--- src/rtl/cmpf_pkg.sv ---
package cmpf_pkg;

    localparam int unsigned WIN_MAX = 5;
    localparam int unsigned CNT_W   = $clog2(WIN_MAX + 1);

    typedef enum logic [1:0] {
        FLEN_OFF  = 2'd0,
        FLEN_MAJ3 = 2'd1,
        FLEN_MAJ5 = 2'd2,
        FLEN_ALT5 = 2'd3
    } flen_e;

    typedef enum logic [1:0] {
        SEQ_IDLE   = 2'd0,
        SEQ_WAIT   = 2'd1,
        SEQ_SAMPLE = 2'd2
    } seq_state_e;

    typedef struct packed {
        logic level;
        logic valid;
        logic done;
    } result_t;

    // Window length in samples for a given select code.
    function automatic logic [CNT_W-1:0] win_len(input flen_e f);
        logic [CNT_W-1:0] n;
        case (f)
            FLEN_OFF:  n = CNT_W'(1);
            FLEN_MAJ3: n = CNT_W'(3);
            default:   n = CNT_W'(5);
        endcase
        return n;
    endfunction

endpackage

--- src/rtl/cmpf_history.sv ---
module cmpf_history
    import cmpf_pkg::*;
#(
    parameter int unsigned DEPTH = WIN_MAX,
    parameter int unsigned CW    = CNT_W
) (
    input  logic             clk,
    input  logic             rst,
    input  logic             clr,
    input  logic             launch,
    input  logic             shift,
    input  logic             bit_i,
    output logic [DEPTH-1:0] hist_nxt,
    output logic [CW-1:0]    cnt_nxt
);
    localparam logic [CW-1:0] CNT_MAX = {CW{1'b1}};

    logic [DEPTH-1:0] hist_q;
    logic [CW-1:0]    cnt_q;

    always_comb begin
        hist_nxt = hist_q;
        cnt_nxt  = cnt_q;
        if (shift) begin
            hist_nxt = {hist_q[DEPTH-2:0], bit_i};
            cnt_nxt  = (cnt_q == CNT_MAX) ? cnt_q : cnt_q + CW'(1);
        end
    end

    always_ff @(posedge clk) begin
        if (rst || clr || launch) begin
            hist_q <= '0;
            cnt_q  <= '0;
        end else begin
            hist_q <= hist_nxt;
            cnt_q  <= cnt_nxt;
        end
    end
endmodule

--- src/rtl/cmpf_vote.sv ---
module cmpf_vote
    import cmpf_pkg::*;
#(
    parameter int unsigned DEPTH = WIN_MAX,
    parameter int unsigned CW    = CNT_W
) (
    input  logic [DEPTH-1:0] hist,
    input  logic [CW-1:0]    len,
    output logic             maj
);
    logic [DEPTH-1:0] in_win;
    logic [CW-1:0]    ones;

    for (genvar g = 0; g < DEPTH; g++) begin : g_mask
        assign in_win[g] = hist[g] & (CW'(g) < len);
    end

    always_comb begin
        ones = '0;
        for (int i = 0; i < DEPTH; i++) begin
            ones = ones + CW'(in_win[i]);
        end
    end

    assign maj = {ones, 1'b0} > {1'b0, len};
endmodule

--- src/rtl/cmpf_seq.sv ---
module cmpf_seq
    import cmpf_pkg::*;
#(
    parameter int unsigned SU_W = 4
) (
    input  logic            clk,
    input  logic            rst,
    input  logic            clr,
    input  logic            single,
    input  logic            start,
    input  logic [SU_W-1:0] startup,
    input  logic            reach,
    output logic            launch,
    output logic            sampling,
    output logic            busy
);
    seq_state_e      state_q;
    logic [SU_W-1:0] wait_q;

    assign launch   = single && start && (state_q == SEQ_IDLE) && !clr;
    assign sampling = (state_q == SEQ_SAMPLE);
    assign busy     = (state_q != SEQ_IDLE);

    always_ff @(posedge clk) begin
        if (rst || clr) begin
            state_q <= SEQ_IDLE;
            wait_q  <= '0;
        end else begin
            case (state_q)
                SEQ_IDLE: begin
                    if (launch) begin
                        state_q <= (startup == '0) ? SEQ_SAMPLE : SEQ_WAIT;
                        wait_q  <= startup;
                    end
                end
                SEQ_WAIT: begin
                    if (wait_q == SU_W'(1)) state_q <= SEQ_SAMPLE;
                    wait_q <= wait_q - SU_W'(1);
                end
                SEQ_SAMPLE: begin
                    if (reach) state_q <= SEQ_IDLE;
                end
                default: state_q <= SEQ_IDLE;
            endcase
        end
    end
endmodule

--- src/rtl/cmp_majority_filter.sv ---
module cmp_majority_filter
    import cmpf_pkg::*;
#(
    parameter int unsigned STARTUP_W = 4
) (
    input  logic                 clk,
    input  logic                 rst,
    input  logic                 raw_i,
    input  logic [1:0]           flen_i,
    input  logic                 mode_i,
    input  logic                 start_i,
    input  logic [STARTUP_W-1:0] startup_i,
    output logic                 level_o,
    output logic                 valid_o,
    output logic                 done_o,
    output logic                 busy_o
);
    logic [1:0]       flen_q;
    logic             mode_q;
    logic             cfg_clr;
    logic [CNT_W-1:0] win;
    logic             launch, sampling, shift, reach, maj;
    logic [WIN_MAX-1:0] hist_nxt;
    logic [CNT_W-1:0]   cnt_nxt;
    result_t          res_q;

    // Configuration tracking: any change acts as a local clear.
    always_ff @(posedge clk) begin
        flen_q <= flen_i;
        mode_q <= mode_i;
    end

    assign cfg_clr = !rst && ((flen_i != flen_q) || (mode_i != mode_q));
    assign win     = win_len(flen_e'(flen_i));
    assign shift   = mode_i ? sampling : 1'b1;
    assign reach   = shift && (cnt_nxt >= win);

    cmpf_seq #(.SU_W(STARTUP_W)) seq_i (
        .clk      (clk),
        .rst      (rst),
        .clr      (cfg_clr),
        .single   (mode_i),
        .start    (start_i),
        .startup  (startup_i),
        .reach    (reach),
        .launch   (launch),
        .sampling (sampling),
        .busy     (busy_o)
    );

    cmpf_history #(.DEPTH(WIN_MAX), .CW(CNT_W)) hist_i (
        .clk      (clk),
        .rst      (rst),
        .clr      (cfg_clr),
        .launch   (launch),
        .shift    (shift),
        .bit_i    (raw_i),
        .hist_nxt (hist_nxt),
        .cnt_nxt  (cnt_nxt)
    );

    cmpf_vote #(.DEPTH(WIN_MAX), .CW(CNT_W)) vote_i (
        .hist (hist_nxt),
        .len  (win),
        .maj  (maj)
    );

    always_ff @(posedge clk) begin
        if (rst || cfg_clr) begin
            res_q <= '0;
        end else begin
            res_q.done <= 1'b0;
            if (reach) begin
                res_q.level <= maj;
                res_q.valid <= 1'b1;
                res_q.done  <= mode_i;
            end
        end
    end

    assign level_o = res_q.level;
    assign valid_o = res_q.valid;
    assign done_o  = res_q.done;
endmodule

--- config.mk ---
export PLATFORM = sky130hd
export DESIGN_NAME = cmp_majority_filter
export DESIGN_NICKNAME = d
export VERILOG_FILES = /design/src/rtl/cmpf_pkg.sv /design/src/rtl/cmpf_history.sv /design/src/rtl/cmpf_vote.sv /design/src/rtl/cmpf_seq.sv /design/src/rtl/cmp_majority_filter.sv
export SDC_FILE = /design/constraint.sdc
export NUM_CORES = 1
export LEC_CHECK = 0
export BUFFER_PORTS_ARGS = -buffer_cell sky130_fd_sc_hd__buf_2
export CAP_MARGIN = 20
export CORE_MARGIN = 5
export CORE_UTILIZATION = 56
export DETAILED_ROUTE_END_ITERATION = 6
export PLACE_DENSITY = 0.77
export SYNTH_ARGS = -nofsm -noshare
export SYNTH_HDL_FRONTEND = slang
export SYNTH_HIERARCHICAL = 1
export SYNTH_SLANG_ARGS = --single-unit
--- constraint.sdc ---
create_clock -name clk -period 5.5 [get_ports clk]
set_input_delay 0.55 -clock clk [delete_from_list [all_inputs] [get_ports clk]]
set_output_delay 0.55 -clock clk [all_outputs]
set_load 0.1 [all_outputs]
After elaboration in Yosys (flattened, before gate mapping)

Cells that the tools add are included.

Eq/ne operators: 10
Order comparisons: 7
Reductions and logical operators: 18
$add $sub $neg: 6
Bitwise gates (word level): 6
Muxes and demuxes: 12

Operator list:

| operator                                                   | count |
|---|---|
| adder 3 x 1 -> 3 bit                                       | 3 |
| two-way mux 2 bit                                          | 4 |
| one-hot mux 4 bit (2 select lines)                         | 1 |
| less-than comparator 1 x 3 -> 1 bit (first input constant) | 2 |
| less-than comparator 2 x 3 -> 1 bit (first input constant) | 2 |
| two-way mux 3 bit                                          | 2 |
| != test 2 x 1 -> 1 bit (second input constant)             | 3 |
| one-hot mux 2 bit (3 select lines)                         | 1 |
| one-hot mux 3 bit (2 select lines)                         | 1 |
| AND 1 bit                                                  | 5 |
| logical AND 1 bit                                          | 5 |
| two-way mux 5 bit                                          | 1 |
| equality test 2 x 1 -> 1 bit (second input constant)       | 2 |
| equality test 4 x 1 -> 1 bit (second input constant)       | 1 |
| greater-than comparator 4 x 3 -> 1 bit                     | 1 |
| logical NOT 2 bit                                          | 2 |
| logical NOT 4 bit                                          | 1 |
| two-way mux 4 bit                                          | 1 |
| nonzero test 2 bit                                         | 2 |
| subtractor 4 x 1 -> 4 bit (second input constant)          | 1 |
| adder 3 x 1 -> 3 bit (second input constant)               | 1 |
| equality test 3 bit (second input constant)                | 1 |
| greater-or-equal comparator 3 bit                          | 1 |
| logical OR 1 bit                                           | 3 |
| 11 further kinds                                           | 12 |

Logic and storage cells: 68
Flip-flop bits (word level): 20
Input port bits: 11

Logic depth before layout (Yosys ltp)

Depth in word-level cells: 9
Mapped depth: 15

Modules after synthesis

Netlist, hierarchy kept.

By module, submodules not included:

| module              | area an instance (µm²) | cells each | times used |
|---|---|---|---|
| cmpf_seq            | 414.1                  | 50         | 1 |
| cmpf_history        | 391.6                  | 32         | 1 |
| cmp_majority_filter | 279.0                  | 29         | 1 |
| cmpf_vote           | 167.7                  | 19         | 1 |

Least setup slack after synthesis

Ideal clock, no wire load.

Path type: reg2reg
From: register seq_i.state_q[0]
To: register res_q, in the netlist level_o
Library setup time: 71 ps
Data required time: 5429 ps
Buffers on the path: 1
Slack: 1645 ps
Data arrival time: 3785 ps
Stages on the path, launching flop included: 15
Path through: dfxtp_1 > and2b_1 > nor2b_4 > inv_1 > buf_6 > mux2_2 > o31a_1 > fa_1 > inv_1 > fa_1 > fa_1 > or3b_1 > a21oi_1 > or4b_1 > a21boi_1

Longest elaborated chain between the ends: 9
Elaborated cells between the ends (all ways): 16
Classes of those cells: add/sub: 4; order compare: 2; eq/ne: 1; mux: 3; bitwise: 5; reduce/logical: 1

Ends and longest elaborated chain:

| element                                | line                      | RTL |
|---|---|---|
| start: declaration                     | cmpf_seq.sv:17            | `seq_state_e state_q;` |
| start signal: assignment               | cmpf_seq.sv:32            | `state_q <= (startup == '0) ? SEQ_SAMPLE : SEQ_WAIT;` |
| equality test 2 bit                    | cmpf_seq.sv:21            | `assign sampling = (state_q == SEQ_SAMPLE);` |
| named net sampling                     | cmp_majority_filter.sv:22 | `logic launch, sampling, shift, reach, maj;` |
| two-way mux 1 bit                      | cmp_majority_filter.sv:35 | `assign shift = mode_i ? sampling : 1'b1;` |
| named net shift                        | cmp_majority_filter.sv:22 |  |
| two-way mux 5 bit                      | cmpf_history.sv:24        | `if (shift) begin` |
| named net hist_nxt[0]                  | cmp_majority_filter.sv:23 | `logic [WIN_MAX-1:0] hist_nxt;` |
| AND 1 bit                              | cmpf_vote.sv:15           | `assign in_win[g] = hist[g] & (CW'(g) < len);` |
| adder 1 x 1 -> 2 bit                   | cmpf_vote.sv:21           | `ones = ones + CW'(in_win[i]);` |
| adder 3 x 1 -> 3 bit (3 in a row)      | cmpf_vote.sv:21           |  |
| greater-than comparator 4 x 3 -> 1 bit | cmpf_vote.sv:25           | `assign maj = {ones, 1'b0} > {1'b0, len};` |
| named net maj                          | cmp_majority_filter.sv:22 |  |
| end: declaration                       | cmp_majority_filter.sv:25 | `result_t res_q;` |

The timed path passes the listed nets, and every way through them passes these cells.
A chain may end at the register's enable or synchronous reset.

Worst setup path in the final report

From: register seq_i.state_q[1]
To: register res_q, in the netlist level_o

Same word-level chain as after synthesis.

==> metrics.csv <==
metric;value;unit
clockBufferDepth;2;
syn-instance-count;130;
p_clk_frac;0.292;
die_y;57.3;um
num_vias;1003;
std_cell_rows;17;
ff2ff_setup_slack;1350;ps
fill_cells;209;
routed_wl;2.42;mm
numCtsBuffers;3;
start_util;0.577;
synth.distinct_cells;45;
worst_ep_required_time;5740;ps
share_comb_of_total_power;0.178;
hp-class;input pin to flip-flop;
cp_max_fo;9;
p_int;0.210;mW
startpoint_type;flip-flop;
routed_via_density;5.70;
antenna_found_initial;0;
cts-htree-levels;1;
crit_path_end_kind;flip-flop;
worst-setup-path-type;flip-flop to flip-flop;
use_met3;0.0430;
initialDrtViolationCount;26;
place_congestion;0.779;
ys_warn_count;6;
power.switching;0.0768;mW
postCtsHoldBufs;0;
fmax;241;MHz
rsz0062_at_grt;no;
leakage;0.607;nW
power_density;208;nW/um2
coreArea;2170;um2
fin_tns_setup;0;ps
synth_largest_area_cell;dfxtp_1;
max_cap_violations;0;
cts.sinks;20;
firstDrtPassIters;4;
die_w;57.3;um
area_growth;10.1;%
synth_edf_count;0;
antenna_cells;0;
clock_skew;8.40;ps
multi_input_area;785;um2
vdd_drop_max;0.156;mV
insertion_delay;300;ps
slew_violations;0;
hold_violations;0;
grt_pass1_wl;4.26;mm
fin_crit_sh;0.755;
globalRouteTotalUtil;0.164;
min_from;flen_i[0];
portBuffers;14;
status;finished, final reports clean;
drive_gt1_frac;0.230;
fin_crit;4150;ps
ant_nets;0;
synth_ff_type;dfxtp_1;
cts_root_buf;clkbuf_4;
post-cts-setup-buffer-count;0;
r2r_cells;13;
tightest_slew;520;ps
setup_violations;0;
holdPathEnd;flen_q[0];
power;0.287;mW
dp_hpwl;1.91;mm
relSlewSlack;0.652;
clkTransAtPathRegs;110;ps
yosysSeqAreaShare;0.320;
hold_depth;1;
dieArea;3280;um2
async_reset_ff_frac;0;
grt_start_max_net_pins;12;
synth-seq-cells;20;
cts_tree;yes;
timing.rr.end;level_o;
grt_util_met2;0.256;
globalRouteOverflowTotal;0;
layout.nets;170;
regArea;400;um2
synth_area;1250;um2
cts_resized;0;
r2r-start;seq_i/state_q[1];
pin_count;15;
avgSynthCellArea;9.63;um2
p_seq_frac;0.530;
swShare;0.267;
synth.area.top_cells;dfxtp_1 (32%), mux2_2 (7.2%), ha_1 (7.0%);
grt_pass1_vias;979;
synth_top_area_frac;0.320;
grt-busiest-layer;met2;
use_met1;0.218;
drc;0;
wire_per_inst;13.8;um
critical_path_arrival;4390;ps
[worst max-delay path, stage by stage (launching register included)]
cell and delay [ps]:
dfxtp_1 500, and2b_1 250, nor2b_4 70, inv_1 200, mux2_2 380, o31a_1 120, fa_1 530, inv_1 50
fa_1 450, fa_1 460, or3b_1 370, a21oi_1 140, or4b_1 440, a21boi_1 130
[synth_stat cells, drive strengths merged, types with 2 or more instances]
library cell / instances
o31a: 2
a221oi: 2
ha: 7
mux2: 8
inv: 14
xor2: 4
nor4b: 4
or3: 3
a21o: 3
nor2b: 8
a21oi: 6
buf: 2
fa: 3
o31ai: 2
a211oi: 2
dfxtp: 20
nand2b: 2
nor3: 4
nor2: 5
nor4: 4
o21a: 2
a21boi: 2
nand2: 5
[metrics by stage]
stage	hold WS [ps]	util	cells	setup WS (ps)	area, um2
detailed placement	453	0.619	172	1330	1340
finish	395	0.636	176	1350	1380
global route	356	0.636	176	1140	1380
CTS	383	0.636	176	1380	1380
global placement	452	0.619	172	1410	1340
floorplan	473	-	133	1640	1260
[routing by layer]
layer	routed length [um]	vias up	share of wire
met4	18	0	0.0074
li1	-	500	-
met2	1160	18	0.48
met3	66	2	0.027
met5	0	-	0
met1	1180	483	0.49
[layout by cell type (no fill, tap or decap), types with 4 or more instances in the layout]
cell type  Yosys  layout
nor4b_1        4       4
a21oi_1        6       6
conb_1         1       4
dfxtp_1       20      20
mux2_2         8       8
nor4_1         4       4
nand2_1        5       5
ha_1           7       7
nor2_1         5       5
nor3_1         4       4
inv_1         14      14
buf_2          0      14
nor2b_1        6       6
xor2_1         4       4
[cells by family after synthesis]
logic type,share of synthesized area
AO/OA/AOI/OAI,0.165
XOR/XNOR,0.0280
adder cells (fa/ha/maj),0.118
buffers and inverters,0.0629
flip-flops,0.320
multiplexers,0.0799
other,0.00299
AND/OR/NAND/NOR,0.224
[worst max path at each step]
stage / end / cells after the start / startpoint / slack [ps]
2_1_floorplan: level_o / 14 / seq_i/state_q[0] / 1640
3_3_place_gp: level_o / 13 / mode_i / 1410
3_5_place_dp: level_o / 13 / mode_i / 1330
4_1_cts: level_o / 13 / seq_i/state_q[1] / 1380
5_1_grt: level_o / 13 / seq_i/state_q[1] / 1140
6_report: level_o / 13 / seq_i/state_q[1] / 1350
[flip-flops by register name, summed over array words and instances (netlist names)]
register       count
done_o             1
flen_q             2
hist_i/cnt_q       3
hist_i/hist_q      5
level_o            1
mode_q             1
seq_i/state_q      2
seq_i/wait_q       4
valid_o            1
[power by group through the flow]
stage	Clock [mW]	Sequential, mW	Combinational (mW)
2_1_floorplan	0	0.155	0.0375
3_3_place_gp	0	0.155	0.0478
3_5_place_dp	0	0.155	0.0499
4_1_cts	0.0873	0.152	0.0503
5_1_grt	0.0968	0.153	0.0571
6_report	0.0838	0.152	0.0512
[cell type report]
cell class,count,share of cell area
Timing Repair Buffer,14,0.0508
Clock buffer,4,0.0263
Tap cell,28,0.0254
Multi-Input combinational cell,96,0.569
Sequential cell,20,0.290
Inverter,14,0.0381
Note: power is estimated with default switching activity, not from simulation.
